--- src/rtl/dl_pkg.sv ---
package dl_pkg;
   localparam int CTL_FLAG_LSB = 16;
   localparam int NFLAG        = 4;
   localparam int CTL_EOL_BIT  = 20;

   typedef enum logic [1:0] {
      W_CTL = 2'd0,
      W_NXT = 2'd1,
      W_A0  = 2'd2,
      W_A1  = 2'd3
   } word_t;

   typedef enum logic [1:0] {
      S_IDLE = 2'd0,
      S_READ = 2'd1,
      S_FIN  = 2'd2
   } ld_state_t;
endpackage

--- src/rtl/dl_fetch_seq.sv ---
module dl_fetch_seq
   import dl_pkg::*;
#(
   parameter int AW = 32
) (
   input  logic          clk,
   input  logic          rst_n,
   input  logic          ld_req,
   input  logic [AW-1:0] ld_ptr,
   input  logic          rd_valid,
   output logic          rd_req,
   output logic [AW-1:0] rd_addr,
   output logic          cap_en,
   output logic [1:0]    cap_sel,
   output logic          last_cap,
   output logic          done,
   output logic          idle,
   output logic [AW-1:0] base_ptr
);
   ld_state_t     st;
   logic [1:0]    idx;
   logic [AW-1:0] base;

   always_ff @(posedge clk or negedge rst_n) begin
      if (!rst_n) begin
         st   <= S_IDLE;
         idx  <= '0;
         base <= '0;
      end else begin
         unique case (st)
            S_IDLE: if (ld_req) begin
               base <= ld_ptr;
               idx  <= '0;
               st   <= S_READ;
            end
            S_READ: if (rd_valid) begin
               if (idx == W_A1) st <= S_FIN;
               else             idx <= idx + 2'd1;
            end
            S_FIN:   st <= S_IDLE;
            default: st <= S_IDLE;
         endcase
      end
   end

   assign rd_req   = (st == S_READ);
   assign rd_addr  = base + AW'({idx, 2'b00});
   assign cap_en   = rd_req & rd_valid;
   assign cap_sel  = idx;
   assign last_cap = cap_en & (idx == W_A1);
   assign done     = (st == S_FIN);
   assign idle     = (st == S_IDLE);
   assign base_ptr = base;
endmodule

--- src/rtl/dl_word_latch.sv ---
module dl_word_latch
   import dl_pkg::*;
#(
   parameter int AW    = 32,
   parameter int DW    = 32,
   parameter int TOT_W = 12
) (
   input  logic             clk,
   input  logic             rst_n,
   input  logic             cap_en,
   input  logic [1:0]       cap_sel,
   input  logic             last_cap,
   input  logic [DW-1:0]    rd_data,
   input  logic [AW-1:0]    base_ptr,
   output logic [NFLAG-1:0] flags,
   output logic             more,
   output logic [AW-1:0]    src_addr,
   output logic [AW-1:0]    dst_addr,
   output logic [AW-1:0]    next_ptr,
   output logic [AW-1:0]    active_ptr,
   output logic [TOT_W-1:0] ld_total
);
   logic [TOT_W-1:0] tot_q;
   logic [NFLAG-1:0] flg_q;
   logic             eol_q;
   logic [AW-1:0]    nxt_q;
   logic [AW-1:0]    a0_q;

   // staging of the first three words
   always_ff @(posedge clk or negedge rst_n) begin
      if (!rst_n) begin
         tot_q <= '0;
         flg_q <= '0;
         eol_q <= 1'b0;
         nxt_q <= '0;
         a0_q  <= '0;
      end else if (cap_en && !last_cap) begin
         unique case (cap_sel)
            W_CTL: begin
               tot_q <= rd_data[TOT_W-1:0];
               flg_q <= rd_data[CTL_FLAG_LSB +: NFLAG];
               eol_q <= rd_data[CTL_EOL_BIT];
            end
            W_NXT:   nxt_q <= rd_data[AW-1:0];
            W_A0:    a0_q  <= rd_data[AW-1:0];
            default: ;
         endcase
      end
   end

   // commit at the edge that captures the final word
   always_ff @(posedge clk or negedge rst_n) begin
      if (!rst_n) begin
         more       <= 1'b0;
         src_addr   <= '0;
         dst_addr   <= '0;
         next_ptr   <= '0;
         active_ptr <= '0;
      end else if (last_cap) begin
         more       <= ~eol_q;
         src_addr   <= a0_q;
         dst_addr   <= rd_data[AW-1:0];
         next_ptr   <= nxt_q;
         active_ptr <= base_ptr;
      end
   end

   for (genvar i = 0; i < NFLAG; i++) begin : g_flag
      always_ff @(posedge clk or negedge rst_n) begin
         if (!rst_n)        flags[i] <= 1'b0;
         else if (last_cap) flags[i] <= flg_q[i];
      end
   end

   assign ld_total = tot_q;
endmodule

--- src/rtl/dl_size_reg.sv ---
module dl_size_reg #(
   parameter int DW    = 32,
   parameter int TOT_W = 12
) (
   input  logic             clk,
   input  logic             rst_n,
   input  logic             load_stb,
   input  logic [TOT_W-1:0] load_total,
   input  logic             wb_stb,
   input  logic [TOT_W-1:0] wb_count,
   input  logic [DW-1:0]    size_in,
   output logic [DW-1:0]    size_out
);
   localparam int HI_W = DW - TOT_W;

   logic [DW-1:0]   size_q;
   logic [HI_W-1:0] hi_keep;

   assign hi_keep = size_in[DW-1:TOT_W];

   always_ff @(posedge clk or negedge rst_n) begin
      if (!rst_n)        size_q <= '0;
      else if (load_stb) size_q <= {hi_keep, load_total};
      else if (wb_stb)   size_q <= {hi_keep, size_q[TOT_W-1:0] - wb_count};
   end

   assign size_out = size_q;
endmodule

--- src/rtl/desc_chain_loader.sv ---
module desc_chain_loader
   import dl_pkg::*;
#(
   parameter int AW    = 32,
   parameter int DW    = 32,
   parameter int TOT_W = 12
) (
   input  logic             clk,
   input  logic             rst_n,
   input  logic             ld_req,
   input  logic [AW-1:0]    ld_ptr,
   output logic             rd_req,
   output logic [AW-1:0]    rd_addr,
   input  logic             rd_valid,
   input  logic [DW-1:0]    rd_data,
   input  logic [DW-1:0]    size_in,
   input  logic             list_mode,
   input  logic             wb_en,
   input  logic             wb_req,
   input  logic [TOT_W-1:0] wb_count,
   output logic             done,
   output logic             more,
   output logic [NFLAG-1:0] xfer_flags,
   output logic [DW-1:0]    size_out,
   output logic [AW-1:0]    src_addr,
   output logic [AW-1:0]    dst_addr,
   output logic [AW-1:0]    next_ptr,
   output logic [AW-1:0]    active_ptr
);
   if (AW > DW) begin : g_bad_aw
      $error("desc_chain_loader: AW must not exceed DW");
   end
   if (TOT_W < 1 || TOT_W > CTL_FLAG_LSB) begin : g_bad_tot
      $error("desc_chain_loader: TOT_W must fit below the flag field");
   end
   if (CTL_EOL_BIT >= DW) begin : g_bad_dw
      $error("desc_chain_loader: DW too narrow for the control word");
   end

   logic             cap_en;
   logic [1:0]       cap_sel;
   logic             last_cap;
   logic             idle;
   logic [AW-1:0]    base_ptr;
   logic [TOT_W-1:0] ld_total;
   logic             wb_stb;

   dl_fetch_seq #(.AW(AW)) u_seq (
      .clk(clk), .rst_n(rst_n), .ld_req(ld_req), .ld_ptr(ld_ptr),
      .rd_valid(rd_valid), .rd_req(rd_req), .rd_addr(rd_addr),
      .cap_en(cap_en), .cap_sel(cap_sel), .last_cap(last_cap),
      .done(done), .idle(idle), .base_ptr(base_ptr)
   );

   dl_word_latch #(.AW(AW), .DW(DW), .TOT_W(TOT_W)) u_latch (
      .clk(clk), .rst_n(rst_n), .cap_en(cap_en), .cap_sel(cap_sel),
      .last_cap(last_cap), .rd_data(rd_data), .base_ptr(base_ptr),
      .flags(xfer_flags), .more(more), .src_addr(src_addr),
      .dst_addr(dst_addr), .next_ptr(next_ptr), .active_ptr(active_ptr),
      .ld_total(ld_total)
   );

   // a load request in the same idle cycle takes precedence
   assign wb_stb = idle & ~ld_req & wb_req & wb_en & list_mode;

   dl_size_reg #(.DW(DW), .TOT_W(TOT_W)) u_size (
      .clk(clk), .rst_n(rst_n), .load_stb(last_cap), .load_total(ld_total),
      .wb_stb(wb_stb), .wb_count(wb_count), .size_in(size_in),
      .size_out(size_out)
   );
endmodule

--- config.mk ---
export PLATFORM = sky130hd
export DESIGN_NAME = desc_chain_loader
export DESIGN_NICKNAME = d
export VERILOG_FILES = /design/src/rtl/dl_pkg.sv /design/src/rtl/dl_fetch_seq.sv /design/src/rtl/dl_word_latch.sv /design/src/rtl/dl_size_reg.sv /design/src/rtl/desc_chain_loader.sv
export SDC_FILE = /design/constraint.sdc
export NUM_CORES = 1
export LEC_CHECK = 0
export ABC_CLOCK_PERIOD_IN_PS = 5100
export BUFFER_PORTS_ARGS = -buffer_cell sky130_fd_sc_hd__buf_2
export CAP_MARGIN = 5
export CORE_MARGIN = 3
export CORE_UTILIZATION = 40
export CTS_BUF_LIST = sky130_fd_sc_hd__clkbuf_4
export DETAILED_ROUTE_END_ITERATION = 6
export PLACE_DENSITY = 0.68
export SYNTH_ARGS = -nofsm -noshare
export SYNTH_HDL_FRONTEND = slang
export SYNTH_SLANG_ARGS = --single-unit
--- constraint.sdc ---
create_clock -name clk -period 5.1 [get_ports clk]
set_clock_uncertainty 0.2 [all_clocks]
set_input_delay 0.255 -clock clk [delete_from_list [all_inputs] [get_ports clk]]
set_output_delay 0.255 -clock clk [all_outputs]
set_load 0.01 [all_outputs]
==> results.sh, run 1 <==
export IMPL_result_of_the_run="completed"
export IMPL_irDropWorstVdd_v=0.000321
export IMPL_num_rows=62
export IMPL_postSynthAreaPerCell_um2=10.6
export IMPL_critical_path_startpoint_type="register"
export IMPL_drcViolationCount=0
export IMPL_cells_after_dpl=1756
export IMPL_initial_core_util_pct=40.7
export IMPL_hold_viol_final=0
export IMPL_timing_critical_path_slowest_cell_delay_ns=0.75
export IMPL_worst_endpoint_arrival_ns=3.84
export IMPL_mostFrequentLayoutCell="nand2_1"
export IMPL_leading_cell_types_in_the_layout_fill_and_taps_excluded="nand2_1, buf_2, dfrtp_1"
export IMPL_timing_hold_worst_start="list_mode"
export IMPL_synth_ff_type="dfrtp_1"
export IMPL_layout_cells_non_filler=2001
export IMPL_count_of_cells_resized_by_post_cts_repair=0
export IMPL_setup_viol=0
export IMPL_sequence_of_cells_on_the_critical_path="ha_1, nand3_4, buf_4, buf_4, and3_1, a21oi_1, o31ai_1, dlygate4sd3_1"
export IMPL_final_util_pct=54.5
export IMPL_crit_reg2reg_launch="u_seq.cap_sel[1]"
export IMPL_clock_insertion_delay_worst_skew_ns=0.68
export IMPL_floorplan_core_area_um2=28900
export IMPL_totalWireLength_mm=31.5
export IMPL_ff2ff_setup_slack_ns=1.65
export IMPL_critical_path_max_fanout=77
export IMPL_syn_inst=1113
export IMPL_met3_usage_pct=7.06
export IMPL_timing_setup_critical_path_class="reg2reg"
export IMPL_post_synth_num_cell_types=45
export IMPL_vias_per_cell=4.82
export IMPL_synth_enable_flop_cells=0
export IMPL_design_final_nets=1700
export IMPL_final_critical_path_setup_slack_ns=1.65
export IMPL_final_period_utilization_pct=67.6
export IMPL_cts_sink_count=282
export IMPL_multi_input_comb_area_um2=4420
export IMPL_final_period_minus_worst_setup_slack_ns=3.45
export IMPL_drive_above_1_share_pct=34.2
export IMPL_pin_count=314
export IMPL_whs_path_depth=5
export IMPL_report_final_slew_viol_count=0
export IMPL_worst_path_most_repeated_cell="buf_4"
export IMPL_p_per_area_nw_per_um2=585
export IMPL_chipHeight_um=177
export IMPL_drt_pass1_iter_count=5
export IMPL_grt_max_degree=162
export IMPL_grt_busiest_layer="met2"
export IMPL_fmaxAchievable_ghz=0.290
export IMPL_timing_max_cap_violations=0
export IMPL_static_leakage_power_nw=8.31
export IMPL_grtUsageMet2_pct=32.3
export IMPL_wire_length_of_the_first_global_routing_pass_mm=50.4
export IMPL_seq_area_frac_synth_pct=60.0
export IMPL_htreeDepth=3
export IMPL_grt_usage_pct=20.0
export IMPL_synth_seq_cells=282
export IMPL_synthesis_nets=1247
export IMPL_yosys_warnings=0
export IMPL_worst_r2r_endpoint="u_size.size_out[11]"
export IMPL_design_die_area_um2=31500
export IMPL_syn_to_final_growth_pct=33.7
export IMPL_fill_cells=2559
export IMPL_routabilityCongestion=0.828
export IMPL_dp_slack_ns=2.20
export IMPL_synthesis_area_um2=11800
export IMPL_detail_route_antenna_nets=0
export IMPL_slew_headroom_pct=34.0
export IMPL_globalRouteMet1Util_pct=24.7
export IMPL_root_buffer="clkbuf_4"
export IMPL_kind_of_end_point_of_the_critical_path="register"
export IMPL_worst_pin_slew_ns=0.986
export IMPL_grt_pass1_vias=9942
export IMPL_gr_total_overflow=0
export IMPL_postSynth_asyncResetShare_pct=100
export IMPL_first_iter_violations=470
export IMPL_detailedPlacementHpwl_mm=19.6
export IMPL_tritoncts_num_buffers=77
export IMPL_reg2regPathDepth=8
export IMPL_clkSlewWorstSetupHoldPaths_ns=0.06
export IMPL_timing_hold_worst_class="in2reg"
export IMPL_hold_path_endpoint="u_size.size_out[9]"
export IMPL_rsz_0062_raised_after_global_routing="no"
export IMPL_io_buffers=301
export IMPL_dr_total_vias=9642
export IMPL_die_width_um=177
export IMPL_antenna_found_initial=1
export IMPL_setup_total_negative_slack_ns=0
export IMPL_clock_tree_buffer_depth=3
export IMPL_clock_tree_from_tritoncts="built"
export IMPL_avgRoutedWirePerCell_um=15.7
export IMPL_critical_path_slowest_cell="buf_4"
export IMPL_critPathRequiredTime_ns=5.50
export IMPL_register_area_um2=7060
## cells in the mapped netlist (4+ instances only)
master / count / area, µm²
nor2b_1: 4 / 25.0
mux2_2: 109 / 1230
xor2_1: 5 / 43.8
nor2_1: 14 / 52.6
and3_1: 4 / 25.0
a21o_1: 10 / 75.1
o21ai_0: 12 / 60.1
clkbuf_1: 26 / 97.6
a21oi_1: 8 / 40.0
ha_1: 17 / 213
nand4_1: 6 / 37.5
nand2b_1: 5 / 31.3
dfrtp_1: 282 / 7060
mux2_1: 4 / 45.0
nand3_1: 14 / 70.1
nand2_1: 477 / 1790
xnor2_1: 30 / 263
a22oi_1: 7 / 52.6
buf_2: 20 / 100
inv_1: 19 / 71.3
## cell families after synthesis
kind of cell / share of synthesized area [%]
and+or+nand+nor: 18.9
DFF: 60.0
AOI/OAI and AO/OA: 2.99
xor gates and xnor gates: 2.61
muxes: 10.8
adders and majority gates: 2.15
buffers and inverters: 2.52
## metal layers
layer  routed length (µm)  vias to the layer above
met2                15100                      358
met5                    0                        -
met3                 2630                       75
met4                  893                        0
met1                12800                     4668
li1                     -                     4541
## power breakdown
group	internal [mW]	total [mW]	switching [mW]
Combinational	1.55	3.28	1.73
Clock	0.992	1.93	0.937
Sequential	3.29	3.98	0.690
Total	5.83	9.19	3.36
## worst max path at each step
stage               slack, ns                  end          startpoint  depth (start not counted)
floorplan                2.70   u_size.size_out[8]  u_size.size_out[0]                         10
global route             1.42  u_size.size_out[11]    u_seq.cap_sel[1]                          8
global placement         2.20  u_size.size_out[10]    u_seq.cap_sel[1]                          7
detailed placement       2.20  u_size.size_out[10]    u_seq.cap_sel[1]                          7
finish                   1.65  u_size.size_out[11]    u_seq.cap_sel[1]                          8
CTS                      1.64  u_size.size_out[11]    u_seq.cap_sel[1]                          8
## flip-flops by register name, summed over array words and instances, names as in the netlist
register / cells
u_latch.a0_q: 32
u_latch.active_ptr: 32
u_latch.dst_addr: 32
u_latch.eol_q: 1
u_latch.flags: 4
u_latch.flg_q: 4
u_latch.ld_total: 12
u_latch.more: 1
u_latch.next_ptr: 32
u_latch.nxt_q: 32
u_latch.src_addr: 32
u_seq.base_ptr: 32
u_seq.cap_sel: 2
u_seq.st: 2
u_size.size_out: 32
## final cells by class
type / instances / share of cell area (%)
clock buffers: 110 / 5.25
inverters: 20 / 0.494
clock inverters: 19 / 0.589
diodes: 1 / 0.0159
multi-input cells: 761 / 28.1
repair buffers: 424 / 17.5
well taps: 384 / 3.06
flip-flops and latches: 282 / 44.9
## metrics by stage
step / power (mW) / cell area, µm² / hold WS [ns]
global route: 9.89 / 15700 / 0.0483
global placement: 7.09 / 13600 / 0.0339
detailed placement: 7.21 / 13600 / 0.0391
floorplan: 5.86 / 11800 / -0.241
finish: 9.19 / 15700 / 0.0648
CTS: 9.28 / 15700 / 0.000908
## repair_timing
item	CTS	global route
hold buffers	115	0
endpoints found under the setup margin	0	0
hold endpoints to repair	455	0
setup buffers	0	0
## critical path: cells and delay by family, from the launching register on
family	cells	cell delay [ns]
buffers and inverters	3	1.91
AO/OA/AOI/OAI	2	0.14
AND/OR/NAND/NOR	2	0.37
adder cells (fa/ha/maj)	1	0.26
flip-flops	1	0.45
(Power assumes the default switching activity.)
==> run 2: changes to the inputs <==
--- a/config.mk
+++ b/config.mk
@@ -5,14 +5,14 @@
 export SDC_FILE = /design/constraint.sdc
 export NUM_CORES = 1
 export LEC_CHECK = 0
-export ABC_CLOCK_PERIOD_IN_PS = 5100
+export ABC_CLOCK_PERIOD_IN_PS = 3000
 export BUFFER_PORTS_ARGS = -buffer_cell sky130_fd_sc_hd__buf_2
 export CAP_MARGIN = 5
 export CORE_MARGIN = 3
 export CORE_UTILIZATION = 40
 export CTS_BUF_LIST = sky130_fd_sc_hd__clkbuf_4
 export DETAILED_ROUTE_END_ITERATION = 6
-export PLACE_DENSITY = 0.68
+export PLACE_DENSITY = 0.71
 export SYNTH_ARGS = -nofsm -noshare
 export SYNTH_HDL_FRONTEND = slang
 export SYNTH_SLANG_ARGS = --single-unit
==> constraint.sdc (replaced) <==
create_clock -name clk -period 3 [get_ports clk]
set_clock_uncertainty 0.2 [all_clocks]
set_input_delay 0.15 -clock clk [delete_from_list [all_inputs] [get_ports clk]]
set_output_delay 0.15 -clock clk [all_outputs]
set_load 0.01 [all_outputs]
==> results.sh, run 2 (synthesized netlist as in run 1, its figures left out) <==
export IMPL_result_of_the_run="completed"
export IMPL_static_leakage_power_nw=8.70
export IMPL_gr_total_overflow=0
export IMPL_hold_viol_final=0
export IMPL_grt_usage_pct=21.7
export IMPL_grt_pass1_vias=11000
export IMPL_pin_count=314
export IMPL_detailedPlacementHpwl_mm=20.3
export IMPL_syn_to_final_growth_pct=41.1
export IMPL_design_die_area_um2=31500
export IMPL_setup_total_negative_slack_ns=0
export IMPL_antenna_found_initial=3
export IMPL_routabilityCongestion=0.878
export IMPL_timing_max_cap_violations=0
export IMPL_initial_core_util_pct=40.7
export IMPL_clkSlewWorstSetupHoldPaths_ns=0.07
export IMPL_tritoncts_num_buffers=79
export IMPL_grt_busiest_layer="met2"
export IMPL_critical_path_startpoint_type="register"
export IMPL_final_util_pct=57.5
export IMPL_mostFrequentLayoutCell="nand2_1"
export IMPL_setup_viol=0
export IMPL_timing_critical_path_slowest_cell_delay_ns=0.38
export IMPL_final_period_utilization_pct=97.6
export IMPL_io_buffers=301
export IMPL_grt_max_degree=95
export IMPL_drt_pass1_iter_count=5
export IMPL_kind_of_end_point_of_the_critical_path="output port"
export IMPL_critical_path_max_fanout=4
export IMPL_report_final_slew_viol_count=0
export IMPL_sequence_of_cells_on_the_critical_path="ha_2, inv_2, fa_2, nand2b_4, nor3_4, buf_4, xor2_1, buf_2"
export IMPL_critical_path_slowest_cell="dfrtp_1"
export IMPL_met3_usage_pct=6.91
export IMPL_num_rows=62
export IMPL_leading_cell_types_in_the_layout_fill_and_taps_excluded="nand2_1, buf_2, dfrtp_1"
export IMPL_rsz_0062_raised_after_global_routing="yes"
export IMPL_detail_route_antenna_nets=0
export IMPL_first_iter_violations=538
export IMPL_htreeDepth=3
export IMPL_wire_length_of_the_first_global_routing_pass_mm=54.9
export IMPL_drcViolationCount=0
export IMPL_die_width_um=177
export IMPL_grtUsageMet2_pct=35.8
export IMPL_floorplan_core_area_um2=28900
export IMPL_fill_cells=2400
export IMPL_chipHeight_um=177
export IMPL_vias_per_cell=4.86
export IMPL_cts_sink_count=282
export IMPL_drive_above_1_share_pct=35.2
export IMPL_clock_insertion_delay_worst_skew_ns=0.69
export IMPL_totalWireLength_mm=34.0
export IMPL_dr_total_vias=10100
export IMPL_clock_tree_buffer_depth=3
export IMPL_timing_hold_worst_class="in2reg"
export IMPL_timing_critical_path_buf_inv=3
export IMPL_final_period_minus_worst_setup_slack_ns=2.93
export IMPL_design_final_nets=1776
export IMPL_fmaxAchievable_ghz=0.341
export IMPL_globalRouteMet1Util_pct=25.8
export IMPL_slew_headroom_pct=48.5
export IMPL_worst_endpoint_arrival_ns=2.58
export IMPL_timing_setup_critical_path_class="reg2out"
export IMPL_avgRoutedWirePerCell_um=16.3
export IMPL_irDropWorstVdd_v=0.000566
export IMPL_worst_pin_slew_ns=0.772
export IMPL_clock_tree_from_tritoncts="built"
export IMPL_root_buffer="clkbuf_4"
export IMPL_critPathRequiredTime_ns=2.65
export IMPL_p_per_area_nw_per_um2=988
export IMPL_crit_family="adder cells"
run 2: repair_timing:
action / in CTS / in global routing
resized for setup: 5 / 21
setup buffers: 2 / 2
hold endpoints to repair: 476 / 0
hold buffers: 173 / 0
setup endpoints to repair: 10 / 16
pin swaps: 1 / 8
run 2: final timing paths:
path | start | slack [ns] | depth (start not counted) | end
worst max-delay path | u_seq.base_ptr[2] | 0.07 | 8 | rd_addr[24]
worst min register to register | u_latch.nxt_q[3] | 0.22 | 2 | u_latch.next_ptr[3]
worst max register to register | u_seq.st[0] | 0.15 | 8 | u_size.size_out[0]
min in group asynchronous | rst_n | 0.43 | 3 | u_size.size_out[18]
max in group asynchronous | rst_n | 1.32 | 4 | u_seq.base_ptr[29]
worst min-delay path | ld_ptr[26] | 0.07 | 3 | u_seq.base_ptr[26]
run 2: final cells by class:
cell class | count | area, µm² | share of cell area, %
multi-input combinational | 761 | 4480 | 27.0
tap | 384 | 480 | 2.90
timing repair buffer | 498 | 3500 | 21.1
sequential | 282 | 7060 | 42.6
antenna | 3 | 7.51 | 0.0453
inverter | 20 | 77.6 | 0.468
clock buffer | 116 | 871 | 5.25
clock inverter | 18 | 113 | 0.679
run 2: per-layer routing:
metal / share of wire, % / vias to the layer above
li1: - / 4716
met1: 40 / 4924
met2: 49 / 378
met3: 7.7 / 105
met4: 3.7 / 0
met5: 0 / -
run 2: tightest hold or removal path, cell delays in order:
cell	delay (ns)
dlygate4sd3_1	0.53
buf_2	0.09
mux2_2	0.13
run 2: metrics by stage:
| stage | hold slack [ns] | cells | power, mW | area, µm² | setup slack [ns] |
|---|---|---|---|---|---|
| global placement | 0.0380 | 1768 | 12.1 | 13800 | 0.530 |
| global route | -0.00166 | 2082 | 17.6 | 16600 | -0.118 |
| detailed placement | 0.0445 | 1768 | 12.3 | 13800 | 0.484 |
| finish | 0.0689 | 2082 | 16.4 | 16600 | 0.0716 |
| CTS | 0.000718 | 2077 | 16.3 | 16500 | 0.0362 |
| floorplan | -0.346 | 1113 | 9.96 | 11800 | 0.602 |
run 2: power by group:
group / switching (mW) / internal [mW]
clock network: 1.60 / 1.85
registers: 1.26 / 5.60
logic: 3.11 / 2.97
total: 5.96 / 10.4
==> run 3: changes to the inputs <==
--- a/config.mk
+++ b/config.mk
@@ -5,6 +5,7 @@
 export SDC_FILE = /design/constraint.sdc
 export NUM_CORES = 1
 export LEC_CHECK = 0
+export ABC_AREA = 1
 export ABC_CLOCK_PERIOD_IN_PS = 3000
 export BUFFER_PORTS_ARGS = -buffer_cell sky130_fd_sc_hd__buf_2
 export CAP_MARGIN = 5
==> results.sh, run 3 <==
export IMPL_result_of_the_run="completed"
export IMPL_drt_pass1_iter_count=7
export IMPL_syn_to_final_growth_pct=38.2
export IMPL_whs_ns=0.0843
export IMPL_grt_pass1_vias=11700
export IMPL_critical_path_max_fanout=3
export IMPL_hold_viol_final=0
export IMPL_synth_xor_area_share_pct=1.81
export IMPL_design_final_nets=2017
export IMPL_post_dp_cell_area_um2=13900
export IMPL_synthSimpleGateAreaFrac_pct=23.6
export IMPL_syn_inst=1385
export IMPL_critical_path_startpoint_type="register"
export IMPL_mostFrequentLayoutCell="nand2_1"
export IMPL_timing_max_cap_violations=0
export IMPL_synthesis_area_um2=12100
export IMPL_synthDominantCellAreaShare_pct=58.4
export IMPL_timing_setup_critical_path_class="reg2out"
export IMPL_yosys_warnings=0
export IMPL_postSynthAreaPerCell_um2=8.72
export IMPL_yosys_top_cells_count="nand2_1, dfrtp_1, o21ai_1"
export IMPL_clock_insertion_delay_worst_skew_ns=0.67
export IMPL_totalWireLength_mm=37.9
export IMPL_worst_endpoint_arrival_ns=2.57
export IMPL_final_period_utilization_pct=97.5
export IMPL_fmaxAchievable_ghz=0.342
export IMPL_p_per_area_nw_per_um2=1020
export IMPL_cts_sink_count=282
export IMPL_clock_tree_buffer_depth=3
export IMPL_synth_enable_flop_cells=0
export IMPL_setup_viol=0
export IMPL_die_width_um=180
export IMPL_leading_cell_types_in_the_layout_fill_and_taps_excluded="nand2_1, buf_2, dfrtp_1"
export IMPL_synth_compound_gate_area_share_pct=7.18
export IMPL_setup_total_negative_slack_ns=0
export IMPL_critPathRequiredTime_ns=2.65
export IMPL_avgRoutedWirePerCell_um=16.3
export IMPL_grt_max_degree=96
export IMPL_proportion_of_synthesized_area_in_mux_cells_pct=0.839
export IMPL_htreeDepth=3
export IMPL_chipHeight_um=180
export IMPL_post_synth_num_cell_types=37
export IMPL_io_buffers=301
export IMPL_final_period_minus_worst_setup_slack_ns=2.92
export IMPL_postSynth_asyncResetShare_pct=100
export IMPL_synthesis_nets=1519
export IMPL_detailedPlacementHpwl_mm=23.0
export IMPL_tritoncts_num_buffers=76
export IMPL_synth_largest_area_cell="dfrtp_1"
export IMPL_routabilityCongestion=0.875
export IMPL_synth_adder_area_share_pct=2.09
export IMPL_report_final_slew_viol_count=0
export IMPL_drcViolationCount=0
export IMPL_clkSlewWorstSetupHoldPaths_ns=0.08
export IMPL_seq_area_frac_synth_pct=58.4
export IMPL_synth_ff_type="dfrtp_1"
export IMPL_synth_most_common_cell="nand2_1"
export IMPL_antenna_found_initial=1
export IMPL_wire_length_of_the_first_global_routing_pass_mm=61.3
export IMPL_synth_seq_cells=282
export IMPL_ys_top_cells_by_area="dfrtp_1, nand2_1, o21ai_1"
export IMPL_num_rows=62
export IMPL_pin_count=314
export IMPL_static_leakage_power_nw=8.99
export IMPL_gr_total_overflow=0
export IMPL_final_cell_area_um2=16700
export IMPL_fin_total_pwr_mw=17.0
export IMPL_detail_route_antenna_nets=0
export IMPL_rsz_0062_raised_after_global_routing="yes"
export IMPL_grt_usage_pct=23.2
export IMPL_slew_headroom_pct=36.2
export IMPL_drive_above_1_share_pct=25.5
export IMPL_combinational_family_with_the_most_area_after_synthesis="simple AND/OR/NAND/NOR gates"
export IMPL_vias_per_cell=4.88
export IMPL_design_die_area_um2=32300
export IMPL_final_util_pct=57.1
export IMPL_worst_pin_slew_ns=0.957
export IMPL_initial_core_util_pct=41.3
export IMPL_root_buffer="clkbuf_4"
export IMPL_floorplan_core_area_um2=29200
export IMPL_dr_total_vias=11300
export IMPL_clock_tree_from_tritoncts="built"
export IMPL_irDropWorstVdd_v=0.000525
export IMPL_first_iter_violations=627
export IMPL_kind_of_end_point_of_the_critical_path="output port"
export IMPL_timing_hold_worst_class="in2reg"
-- run 3: changes by cell type after synthesis, sizes merged, moves of 21 or more --
cell	before	now
o21ai	12	140
mux2	113	9
nand2	477	581
inv	20	112
nor2	14	53
buf	23	53
xnor2	30	1
clkbuf	27	5
nand3	15	36
-- run 3: critical path: stages, from the launching register on --
cell and delay (ns):
dfrtp_1 0.36, ha_2 0.18, inv_2 0.04, fa_2 0.35, or2_4 0.31, nor2_4 0.16, inv_2 0.07, nor2_4 0.11
nand2_1 0.07, nand2_1 0.09, nand2_1 0.06, buf_2 0.14
-- run 3: path summary, 6_finish.rpt --
kind	startpoint	endpoint	slack (ns)	cells after the start
hold / removal	wb_count[3]	u_size.size_out[8]	0.08	10
hold reg to reg	u_latch.eol_q	u_latch.more	0.25	1
setup reg to reg	u_size.size_out[5]	u_size.size_out[11]	0.17	12
setup / recovery	u_seq.base_ptr[2]	rd_addr[30]	0.08	11
min in group asynchronous	rst_n	u_size.size_out[18]	0.49	4
max in group asynchronous	rst_n	u_latch.nxt_q[3]	1.75	4
-- run 3: cell families after synthesis --
| logic type | Yosys count |
|---|---|
| adders and majority gates | 19 |
| and+or+nand+nor | 708 |
| buffers and inverters | 171 |
| AOI/OAI and AO/OA | 171 |
| muxes | 9 |
| xor gates and xnor gates | 25 |
| DFF | 282 |
-- run 3: final cells by class --
class                   instances  area (µm²)
diodes                          1        2.50
clock buffers                 102         766
clock inverters                30         219
fillers                      2536       12600
inverters                     113         425
multi-input cells             932        4440
flip-flops and latches        282        7060
well taps                     384         480
repair buffers                478        3300
-- run 3: stage by stage --
stage               cells  worst slack, ns
floorplan            1385            0.781
global placement     2026            0.488
detailed placement   2026            0.466
CTS                  2318          -0.0119
global route         2322          -0.0898
finish               2322           0.0763
-- run 3: report_power, final --
| part | switching (mW) | internal (mW) | leakage [nW] | total [mW] |
|---|---|---|---|---|
| combinational | 4.02 | 2.64 | 4.89 | 6.66 |
| clock | 1.65 | 1.86 | 0.569 | 3.51 |
| sequential | 1.22 | 5.59 | 3.52 | 6.81 |
-- run 3: repair_timing --
| action | in CTS | in global routing |
|---|---|---|
| resized for setup | 7 | 18 |
| setup endpoints to repair | 9 | 14 |
| endpoints found under the hold margin | 497 | 0 |
| pin swaps | 4 | 8 |
| hold buffers | 155 | 0 |
| setup buffers | 5 | 3 |
-- run 3: metal layers --
| metal | share of wire [%] | vias to the layer above | global-route usage, % |
|---|---|---|---|
| met4 | 4.0 | 0 | 11.0 |
| li1 | - | 5376 | - |
| met1 | 40 | 5343 | 27.6 |
| met5 | 0 | - | 0 |
| met3 | 8.1 | 109 | 6.55 |
| met2 | 48 | 499 | 39.0 |
